===== src/rtl/sync_hunt_pkg.sv =====
package sync_hunt_pkg;

  // Number of bits compared for length option idx.
  function automatic int len_of(input int idx, input int step);
    return (idx + 1) * step;
  endfunction

endpackage


===== src/rtl/sync_hunt_window.sv =====
// Shift window plus a saturating count of bits received since arming.
// The next-state values are exported so that the compare sees the bit
// that is being strobed in this cycle.
module sync_hunt_window #(
  parameter int MAX_W = 32,
  parameter int CNT_W = 6
) (
  input  logic             clk,
  input  logic             rst_n,
  input  logic             shift_en,
  input  logic             restart,
  input  logic             bit_in,
  output logic [MAX_W-1:0] win_d,
  output logic [CNT_W-1:0] cnt_d
);

  localparam logic [CNT_W-1:0] CNT_SAT = CNT_W'(MAX_W);

  logic [MAX_W-1:0] win_q;
  logic [CNT_W-1:0] cnt_q;

  always_comb begin
    win_d = win_q;
    cnt_d = cnt_q;
    if (restart) begin
      win_d = '0;
      cnt_d = '0;
    end else if (shift_en) begin
      win_d = {win_q[MAX_W-2:0], bit_in};
      if (cnt_q != CNT_SAT) begin
        cnt_d = cnt_q + CNT_W'(1);
      end
    end
  end

  always_ff @(posedge clk or negedge rst_n) begin
    if (!rst_n) begin
      win_q <= '0;
      cnt_q <= '0;
    end else begin
      win_q <= win_d;
      cnt_q <= cnt_d;
    end
  end

endmodule


===== src/rtl/sync_hunt_match.sv =====
// One comparator per selectable length, then a select by len_sel.
module sync_hunt_match #(
  parameter int LEN_STEP = 8,
  parameter int NUM_LEN  = 4,
  parameter int MAX_W    = 32,
  parameter int SEL_W    = 2,
  parameter int CNT_W    = 6
) (
  input  logic [MAX_W-1:0] win,
  input  logic [CNT_W-1:0] cnt,
  input  logic [MAX_W-1:0] pattern,
  input  logic [SEL_W-1:0] len_sel,
  output logic             hit
);

  logic [NUM_LEN-1:0] opt_hit;

  for (genvar i = 0; i < NUM_LEN; i++) begin : g_opt
    localparam int OPT_W = sync_hunt_pkg::len_of(i, LEN_STEP);
    localparam logic [CNT_W-1:0] NEED = CNT_W'(OPT_W);
    assign opt_hit[i] = (win[OPT_W-1:0] == pattern[OPT_W-1:0]) && (cnt >= NEED);
  end

  assign hit = opt_hit[len_sel];

endmodule


===== src/rtl/sync_hunt_ctrl.sv =====
// Sticky flag, bit-period detect pulse and payload forwarding.
module sync_hunt_ctrl (
  input  logic clk,
  input  logic rst_n,
  input  logic bit_en,
  input  logic bit_in,
  input  logic clr,
  input  logic hit,
  output logic armed,
  output logic flag,
  output logic det,
  output logic pv,
  output logic pb
);

  logic flag_q, flag_d;
  logic det_q,  det_d;
  logic pv_q,   pv_d;
  logic pb_q,   pb_d;

  always_comb begin
    flag_d = flag_q;
    det_d  = det_q;
    if (clr) begin
      flag_d = 1'b0;
      det_d  = 1'b0;
    end else if (hit) begin
      flag_d = 1'b1;
      det_d  = 1'b1;
    end else if (bit_en) begin
      det_d  = 1'b0;
    end
    pv_d = bit_en && flag_q && !clr;
    pb_d = pv_d ? bit_in : pb_q;
  end

  always_ff @(posedge clk or negedge rst_n) begin
    if (!rst_n) begin
      flag_q <= 1'b0;
      det_q  <= 1'b0;
      pv_q   <= 1'b0;
      pb_q   <= 1'b0;
    end else begin
      flag_q <= flag_d;
      det_q  <= det_d;
      pv_q   <= pv_d;
      pb_q   <= pb_d;
    end
  end

  assign armed = !flag_q;
  assign flag  = flag_q;
  assign det   = det_q;
  assign pv    = pv_q;
  assign pb    = pb_q;

endmodule


===== src/rtl/sync_hunt.sv =====
module sync_hunt #(
  parameter int LEN_STEP = 8,
  parameter int NUM_LEN  = 4,
  localparam int MAX_W   = LEN_STEP * NUM_LEN,
  localparam int SEL_W   = (NUM_LEN > 1) ? $clog2(NUM_LEN) : 1
) (
  input  logic             clk,
  input  logic             rst_n,
  input  logic             bit_en,
  input  logic             bit_in,
  input  logic [SEL_W-1:0] len_sel,
  input  logic [MAX_W-1:0] pattern,
  input  logic             clr_det,
  output logic             det_pulse,
  output logic             det_flag,
  output logic             pay_valid,
  output logic             pay_bit
);

  localparam int CNT_W = $clog2(MAX_W + 1);

  logic             armed;
  logic             shift_en;
  logic             match;
  logic             hit;
  logic [MAX_W-1:0] win_d;
  logic [CNT_W-1:0] cnt_d;

  // The window only moves while hunting; a clear overrides a strobe.
  assign shift_en = bit_en && armed && !clr_det;
  assign hit      = shift_en && match;

  sync_hunt_window #(
    .MAX_W (MAX_W),
    .CNT_W (CNT_W)
  ) i_window (
    .clk      (clk),
    .rst_n    (rst_n),
    .shift_en (shift_en),
    .restart  (clr_det),
    .bit_in   (bit_in),
    .win_d    (win_d),
    .cnt_d    (cnt_d)
  );

  sync_hunt_match #(
    .LEN_STEP (LEN_STEP),
    .NUM_LEN  (NUM_LEN),
    .MAX_W    (MAX_W),
    .SEL_W    (SEL_W),
    .CNT_W    (CNT_W)
  ) i_match (
    .win     (win_d),
    .cnt     (cnt_d),
    .pattern (pattern),
    .len_sel (len_sel),
    .hit     (match)
  );

  sync_hunt_ctrl i_ctrl (
    .clk    (clk),
    .rst_n  (rst_n),
    .bit_en (bit_en),
    .bit_in (bit_in),
    .clr    (clr_det),
    .hit    (hit),
    .armed  (armed),
    .flag   (det_flag),
    .det    (det_pulse),
    .pv     (pay_valid),
    .pb     (pay_bit)
  );

endmodule


===== config.mk =====
export PLATFORM = sky130hd
export DESIGN_NAME = sync_hunt
export DESIGN_NICKNAME = d
export VERILOG_FILES = /design/src/rtl/sync_hunt_pkg.sv /design/src/rtl/sync_hunt_window.sv /design/src/rtl/sync_hunt_match.sv /design/src/rtl/sync_hunt_ctrl.sv /design/src/rtl/sync_hunt.sv
export SDC_FILE = /design/constraint.sdc
export NUM_CORES = 1
export LEC_CHECK = 0
export BUFFER_PORTS_ARGS = -buffer_cell sky130_fd_sc_hd__buf_2
export CAP_MARGIN = 10
export CORE_ASPECT_RATIO = 2
export CORE_UTILIZATION = 55
export CTS_CLUSTER_SIZE = 8
export DETAILED_ROUTE_END_ITERATION = 10
export PLACE_DENSITY = 0.79
export SYNTH_ARGS = -nofsm -noshare
export SYNTH_HDL_FRONTEND = slang
export SYNTH_SLANG_ARGS = --single-unit

===== constraint.sdc =====
create_clock -name clk -period 2.31 [get_ports clk]
set_input_delay 0.231 -clock clk [delete_from_list [all_inputs] [get_ports clk]]
set_output_delay 0.231 -clock clk [all_outputs]
set_load 0.02 [all_outputs]

---- After elaboration in Yosys (flattened, before gate mapping) ----
Index checks and enable logic that the tools add are counted.
word-level totals
  input bits .............................. 39
  output and inout port bits .............. 4
  register bits ........................... 42
  logic and storage cells ................. 42
operators by class
  reductions and logical operators ........ 13
  $lt $le $gt $ge ......................... 5
  mux-type cells .......................... 12
  $add $sub $neg .......................... 1
  eq/ne operators ......................... 5
operators by type and width
  cell                 count
  $mux 32              2
  $eq 32x32->1         1
  $eq 24x24->1         1
  $mux 6               3
  $eq 16x16->1         1
  $ge 6x5->1 const B   2
  $logic_and 1x1->1    9
  $eq 8x8->1           1
  $add 6x1->6 const B  1
  $ge 6x4->1 const B   1
  $ge 6x6->1 const B   1
  $mux 1               6
  $ne 6x6->1 const B   1
  $lt 2x3->1 const B   1
  $reduce_bool 3->1    1
  $bmux 1 s2           1
  $logic_not 1->1      2
  $reduce_bool 2->1    1

---- Longest topological paths before layout ----
Gate-level depths: netlist of run 1.
  depth in word-level cells ............... 12
  gate-level depth with buffers ........... 9
  mapped depth without buffers ............ 7

---- By module ----
Synthesis of run 1 repeated with hierarchy kept, for this count alone.
unflattened totals
  cell total of the unflattened synthesis .. 201
  area, all modules ....................... 2210.9 µm²
by module, submodules not included
  module            area an instance (µm²)  cells each  times used  seq. area each (µm²)
  sync_hunt_window  1625.3                  138         1           950.9
  sync_hunt_match   402.9                   49          1           0.0
  sync_hunt_ctrl    162.7                   12          1           100.1
  sync_hunt         20.0                    2           1           0.0

---- Worst setup path after synthesis of run 1 ----
OpenSTA, ideal clock, no wires.
  path type ............................... register to register
  from .................................... reg i_ctrl.flag_q, in the netlist i_ctrl.flag
  to ...................................... reg i_ctrl.flag_q, in the netlist i_ctrl.flag
  arrival time ............................ 1997 ps
  clock period less this slack ............ 2075 ps
  setup slack ............................. 235 ps
  required time ........................... 2232 ps
  buffers on the path ..................... 0
  library setup time ...................... 78 ps
  cell stages (with the launch flop) ...... 8
  cells stage by stage .................... dfrtp_1 > or4bb_1 > o21ai_2 > xor2_1 > or4_1 > nor4_1 > nand3_1 > o21bai_1
on the way
  word-level cells in the longest chain between the ends .. 11
  elaborated cells between the ends (all ways) .. 23
  classes of those cells .................. order compare (4); eq/ne (4); mux (6); reduce/logical (9)
RTL lines
  item                                    line                    source
  start, declared                         sync_hunt_ctrl.sv:16    logic flag_q, flag_d;
  start signal, assigned                  sync_hunt_ctrl.sv:44    flag_q <= flag_d;
  $logic_not 1->1 (*)                     sync_hunt_ctrl.sv:51    assign armed = !flag_q;
  $logic_and 1x1->1 (*) (2 in a row)      sync_hunt.sv:30         assign shift_en = bit_en && armed && !clr_det;
  $mux 32 (*)                             sync_hunt_window.sv:28  end else if (shift_en) begin
  $mux 32 (*)                             sync_hunt_window.sv:25  if (restart) begin
  named net i_match.win[7]                sync_hunt_match.sv:9    input logic [MAX_W-1:0] win,
  $eq 32x32->1 (tied with other cells)    sync_hunt_match.sv:21   assign opt_hit[i] = (win[OPT_W-1:0] == pattern[OPT_W-1:0]) && (cnt >= NEED);
  $logic_and 1x1->1                       sync_hunt_match.sv:21
  $bmux 1 s2 (*)                          sync_hunt_match.sv:24   assign hit = opt_hit[len_sel];
  $mux 1 (implied by the code) (*)        sync_hunt_match.sv:24
  $logic_and 1x1->1 (*)                   sync_hunt.sv:31         assign hit = shift_en && match;
  $reduce_bool 2->1 (no source line) (*)  -
Mark *: on every way through the listed nets, which the timed path passes. The rest lies on a longest branch. The select of a mux whose other input is x is not followed.
A chain may end at the register's enable or synchronous reset.

---- Worst setup path in the final report of run 1 ----
Ends and elaborated chain as after synthesis.

==> flow_summary.ini, run 1 <==
[run_status]
status = complete, no violations

[timing]
fin_skew_ns = 0.007098
tns_ns = 0
slew_headroom = 0.3987
whs_ns = 0.06499
slew_violations = 0
tightest_slew_ns = 0.9020
finalSetupViolations = 0
max_freq_mhz = 461.7
setup_slack_ns = 0.1440
timing.final.crit_share = 0.9377
hold_viol = 0
period_needed_ns = 2.166

[job]
drv_cap = 0

[global_routing]
grt_busiest_layer = met2
grt_util_met3 = 0.05068
antenna_found_initial = 0
grt_max_degree = 43
grt_use_met2 = 0.3961
grt_pass1_wl_um = 6982
grtUsageMet1 = 0.2356
grt_overflow_total = 0
grt_usage = 0.2248
grt_pass1_vias = 1672

[synth]
synth_compound_area_frac = 0.03726
synth_common_cells = dfrtp_1 (42), nand2b_1 (30), xnor2_1 (30), mux2i_1 (27), nand4_1 (10)
synthSimpleGateAreaFrac = 0.1880
ys_warn_count = 0
synth_top_family_by_area = simple AND/OR/NAND/NOR gates
synth_nets = 246
synth_most_common_cell = dfrtp_1
syn_area_per_cell_um2 = 10.97
synth_cell_type_count = 34
yosysSeqAreaShare = 0.4672
synth-edff-count = 0
synthFlopType = dfrtp_1
syn_area_um2 = 2250
synth_top_area_cell = dfrtp_1
async_reset_ff_frac = 1.000
synth-seq-cells = 42
synth_fa_ha_area_frac = 0.01112
synthXorXnorAreaFrac = 0.1440
synth.top_cell.area_share = 0.4672
syn_inst = 205
synthMuxAreaShare = 0.1251
synth.area.top_cells = dfrtp_1 (47%), mux2i_1 (12%), xnor2_1 (12%), nand2b_1 (8.3%), nand4_1 (2.8%)

[drt]
num_vias = 1618
totalWireLength_um = 4423
drc = 0
first_pass_iters = 4
drt_iter0_drc = 20
ant_nets = 0
wl_per_cell_um = 14.65
vias_per_cell = 5.358

[critical_path]
crit_slowest_cell = or4bb_1
required_ns = 2.52
critPathKind = flop to flop
cp_cell_sequence = or4bb_1 > o21ai_2 > xor2_1 > or4_1 > nor4_2 > nand3_1 > o21bai_1
arrival_ns = 2.38
endpoint = i_ctrl.flag$_DFFE_PN0P_
rrSetupSlack_ns = 0.14
worstRegToRegCells = 7
cp.depth = 7
cp_max_fo = 7
worst-path-buf-inv = 0
r2r-start = i_ctrl.flag$_DFFE_PN0P_
cp_top_family = simple AND/OR/NAND/NOR gates
start_kind = flop
crit_path_start = i_ctrl.flag$_DFFE_PN0P_
r2r_end = i_ctrl.flag$_DFFE_PN0P_
setup.worst_path.end_class = flop
slowest_delay_ns = 0.49

[place]
pre_cts_slack_ns = 0.04588
place_congestion = 0.7517
port_buffers = 42
hpwl_um = 3211

[clock_tree]
cts-buffers-inserted = 5
clk_latency_ns = 0.29
tritoncts = done
ctsResizeCount = 0
cts_root_buf = clkbuf_8
cts.htree.levels = 2
cts_num_sinks = 42
post_cts_buffers = 0
clock_path_buffers = 2
holdBufCountCts = 0
path_clk_slew_ns = 0.08

[die]
die_h_um = 92.45
coreArea_um2 = 3884
io_pins = 43
dieArea_um2 = 4366
start_util = 0.5793
row_count = 32
die_w_um = 47.23

[finish]
num-nets-final = 292
nFillCells = 321
syn_to_final_growth_pct = 19.24
multi_input_area_um2 = 1194
seq_area_um2 = 1052
fin_util = 0.6907
drive_gt1_frac = 0.2669
diodes = 0

[power_and_ir_drop]
p_leak_nw = 1.206
vdd_drop_max_mv = 0.4234
power.total_mw = 1.350
power.density_nw_per_um2 = 503.3

[worst_hold_path]
hold_class = input pin to async pin
-- logic make-up (layout without fill, tap and decap cells) --
kind of cell / count (synthesis) / count (layout)
AO/OA/AOI/OAI: 14 / 14
XOR/XNOR: 37 / 37
adder cells (fa/ha/maj): 2 / 2
buffers and inverters: 11 / 57
flip-flops: 42 / 42
multiplexers: 28 / 28
AND/OR/NAND/NOR: 71 / 71
-- worst min-delay path by stage --
stage | start | endpoint | slack (ns) | depth (start not counted)
finish | rst_n | i_ctrl.pb$_DFFE_PN0P_ | 0.06 | 1
global route | rst_n | i_ctrl.pb$_DFFE_PN0P_ | 0.15 | 1
CTS | rst_n | i_ctrl.pb$_DFFE_PN0P_ | 0.10 | 1
detailed placement | rst_n | i_ctrl.pb$_DFFE_PN0P_ | 0.41 | 1
global placement | rst_n | i_ctrl.pb$_DFFE_PN0P_ | 0.42 | 1
floorplan | rst_n | i_ctrl.det$_DFFE_PN0P_ | -0.06 | 0
-- flip-flops by register name, summed over array words and instances (netlist names) --
| signal | cells |
|---|---|
| i_ctrl.pb | 1 |
| i_ctrl.pv | 1 |
| i_window.win_q | 32 |
| i_ctrl.det | 1 |
| i_ctrl.flag | 1 |
| i_window.cnt_q | 6 |
-- final cells by class --
type | count | share of cell area
clock inverters | 1 | 0.002799
clock buffers | 6 | 0.02705
repair buffers | 48 | 0.1063
inverters | 2 | 0.002799
multi-input cells | 152 | 0.4450
well taps | 51 | 0.02379
flip-flops and latches | 42 | 0.3923
-- through the flow --
step / instance area [um2] / cells
2_1_floorplan: 2250 / 205
3_5_place_dp: 2520 / 294
5_1_grt: 2683 / 302
6_report: 2683 / 302
3_3_place_gp: 2520 / 294
4_1_cts: 2600 / 301
-- cell usage in the layout, fill, tap and decap left out, drive strengths merged, types with 4 or more instances in the layout --
master / n
o21ai: 7
buf: 47
mux2i: 27
nand2b: 30
nand4: 10
dfrtp: 42
a21oi: 4
nand2: 9
nor2: 7
clkbuf: 7
xor2: 7
xnor2: 30
-- power by group --
group          internal [mW]  leakage, nW  total, mW  switching (mW)
logic                 0.0839        0.586      0.167          0.0830
clock network          0.207       0.0373      0.437           0.230
registers              0.740        0.583      0.746         0.00589
-- metal layers --
| metal | wire (um) | part of all wire | vias to the layer above |
|---|---|---|---|
| met5 | 0 | 0 | - |
| met4 | 135 | 0.031 | 0 |
| met3 | 181 | 0.041 | 12 |
| met2 | 2469 | 0.56 | 44 |
| met1 | 1637 | 0.37 | 783 |
| li1 | - | - | 779 |
Power figures use the tool's default switching activity.
==> run 2, diff against run 1 <==
--- a/config.mk
+++ b/config.mk
@@ -5,13 +5,14 @@
 export SDC_FILE = /design/constraint.sdc
 export NUM_CORES = 1
 export LEC_CHECK = 0
+export ABC_AREA = 1
 export BUFFER_PORTS_ARGS = -buffer_cell sky130_fd_sc_hd__buf_2
 export CAP_MARGIN = 10
 export CORE_ASPECT_RATIO = 2
-export CORE_UTILIZATION = 55
+export CORE_UTILIZATION = 40
+export CTS_BUF_LIST = sky130_fd_sc_hd__clkbuf_2
 export CTS_CLUSTER_SIZE = 8
 export DETAILED_ROUTE_END_ITERATION = 10
-export PLACE_DENSITY = 0.79
 export SYNTH_ARGS = -nofsm -noshare
 export SYNTH_HDL_FRONTEND = slang
 export SYNTH_SLANG_ARGS = --single-unit
==> flow_summary.ini, run 2 <==
[finish]
layout_commonest_cell = nand2_1
drive_gt1_frac = 0.1429
fin_util = 0.4713
syn_to_final_growth_pct = 13.42
fin_area_um2 = 3120
largest_reg_flops = 32
layout_common_cells = nand2_1 (150), inv_1 (100), nand3_1 (49)
reg.largest.list = i_window.win_q x32, i_window.cnt_q x6
num-nets-final = 516
largest-register = i_window.win_q
final_cells = 565

[clock_tree]
clk_latency_ns = 0.45
cts.htree.levels = 2
cts_num_sinks = 42
tritoncts = done
clock_path_buffers = 2
cts-buffers-inserted = 5
cts_root_buf = clkbuf_2
ctsResizeCount = 0
path_clk_slew_ns = 0.24

[die]
coreArea_um2 = 6621
start_util = 0.4155
die_h_um = 119.3
io_pins = 43
dieArea_um2 = 7234
die_w_um = 60.65
row_count = 42

[global_routing]
grt_usage = 0.2131
grt_overflow_total = 0
grt_pass1_vias = 2632
grt_max_degree = 28
grt_pass1_wl_um = 11530
antenna_found_initial = 1

[timing]
rsz0062_at_grt = false
tightest_slew_ns = 0.4771
slew_headroom = 0.6814
timing.final.crit_share = 0.8530
hold_viol = 0
period_needed_ns = 1.970
finalSetupViolations = 0
tns_ns = 0
whs_ns = 0.07049
fin_skew_ns = 0.04432
max_freq_mhz = 507.5
slew_violations = 0

[critical_path]
crit_top_cell = nand2_1
required_ns = 2.72
crit_path_start = i_ctrl.flag$_DFFE_PN0P_
critPathKind = flop to flop
crit_slowest_cell = dfrtp_1
cp_cell_sequence = inv_2 > nand2_4 > buf_4 > nand2_1 > nand4_1 > nand2_1 > nor2_1 > nand2_1 > nor2_1 > nor2_1 > nor2_1 > nand2_1 > nand2_1
r2r-start = i_ctrl.flag$_DFFE_PN0P_
setup.worst_path.end_class = flop
arrival_ns = 2.38
start_kind = flop
slowest_delay_ns = 0.51
cp_max_fo = 21

[place]
place_congestion = 0.9157
dp.cells = 555
port_buffers = 42
hpwl_um = 5164
placed_area_um2 = 3069

[drt]
drt_iter0_drc = 113
ant_nets = 0
vias_per_cell = 4.819
first_pass_iters = 5
num_vias = 2723
totalWireLength_um = 6859
drc = 0
wl_per_cell_um = 12.14

[power_and_ir_drop]
power.density_nw_per_um2 = 471.3
p_leak_nw = 2.025
vdd_drop_max_mv = 0.3251

[synth]
synth.area.top_cells = dfrtp_1 (38%), nand2_1 (20%), inv_1 (14%), nand3_1 (8.9%), nand4_1 (5.7%)
synth_cell_type_count = 26
synth_nets = 471
synthFlopType = dfrtp_1
syn_area_per_cell_um2 = 6.399
yosysSeqAreaShare = 0.3820
synth-seq-cells = 42
synth_common_cells = nand2_1 (150), inv_1 (100), nand3_1 (49), dfrtp_1 (42), nor2_1 (26)
async_reset_ff_frac = 1.000
ys_warn_count = 0
synth_most_common_cell = nand2_1
synth_top_area_cell = dfrtp_1
synth-edff-count = 0
synth.top_cell.area_share = 0.3820
syn_inst = 430
syn_area_um2 = 2751

[job]
drv_cap = 0

[worst_hold_path]
hold_class = input pin to async pin

[run_status]
status = complete, no violations
==> run 2: cell types whose count changed after synthesis, moves of 19 or more <==
cell      before  now
inv_1          2  100
nand2_1        9  150
nand2b_1      30    0
mux2i_1       27    0
xnor2_1       30    0
nor2_1         7   26
nand3_1        1   49
==> run 2: final cells by class <==
type / instances / area [um2]
clock inverter: 2 / 8.758
clock buffer: 6 / 30.03
inverter: 104 / 390.4
fill: 740 / 3501
sequential: 42 / 1051
multi-input combinational: 271 / 1235
antenna: 1 / 2.502
timing repair buffer: 51 / 292.8
tap: 88 / 110.1
==> run 2: kinds of logic (layout without fill, tap and decap cells) <==
| kind of cell | count (synthesis) | count (layout) | synth area share |
|---|---|---|---|
| and+or+nand+nor | 258 | 258 | 0.4129 |
| adders and majority gates | 2 | 2 | 0.009094 |
| buffers and inverters | 117 | 163 | 0.1692 |
| DFF | 42 | 42 | 0.3820 |
| other | 0 | 1 | 0 |
| xor gates and xnor gates | 1 | 1 | 0.003184 |
| AOI/OAI and AO/OA | 9 | 9 | 0.01955 |
| muxes | 1 | 1 | 0.004092 |
==> run 2: repair_timing <==
action	4_1_cts	5_1_grt
setup buffers	0	0
hold buffers	1	0
endpoints found under the hold margin	42	0
==> run 2: worst paths after layout <==
| kind | endpoint | slack [ns] | cells after the start |
|---|---|---|---|
| hold reg to reg | i_window.cnt_q[0]$_DFF_PN0_ | 0.51 | 1 |
| setup / recovery | i_ctrl.flag$_DFFE_PN0P_ | 0.34 | 13 |
| min in group clk | i_ctrl.pb$_DFFE_PN0P_ | 0.07 | 2 |
| max in group asynchronous | i_window.win_q[0]$_DFF_PN0_ | 1.74 | 3 |
| hold / removal | i_window.win_q[27]$_DFF_PN0_ | 0.07 | 2 |
| setup reg to reg | i_ctrl.flag$_DFFE_PN0P_ | 0.34 | 13 |
==> run 2: worst max-delay path, delay by kind of cell (launching register included) <==
| family | cells | cell delay, ns |
|---|---|---|
| buffers and inverters | 2 | 0.37 |
| DFF | 1 | 0.51 |
| and+or+nand+nor | 11 | 1.04 |
==> run 2: through the flow <==
stage,worst slack (ns),power (mW)
6_report,0.3395,1.471
5_1_grt,0.05694,1.573
4_1_cts,0.3240,1.490
3_5_place_dp,0.3332,1.138
3_3_place_gp,0.3694,1.131
2_1_floorplan,0.6865,1.020
==> run 2: routing by layer <==
layer | up-vias | part of all wire | global-route usage | wire [um]
li1 | 1390 | - | - | -
met1 | 1248 | 0.38 | 0.2341 | 2637
met2 | 71 | 0.55 | 0.3812 | 3758
met3 | 14 | 0.042 | 0.03692 | 289
met4 | 0 | 0.025 | 0.08949 | 174
met5 | - | 0 | 0 | 0
==> run 2: where the power goes <==
| part | internal (mW) | leakage (nW) | switching (mW) |
|---|---|---|---|
| Combinational | 0.118 | 1.44 | 0.218 |
| Clock | 0.0742 | 0.0304 | 0.273 |
| Sequential | 0.775 | 0.559 | 0.0124 |
| Total | 0.967 | 2.02 | 0.504 |
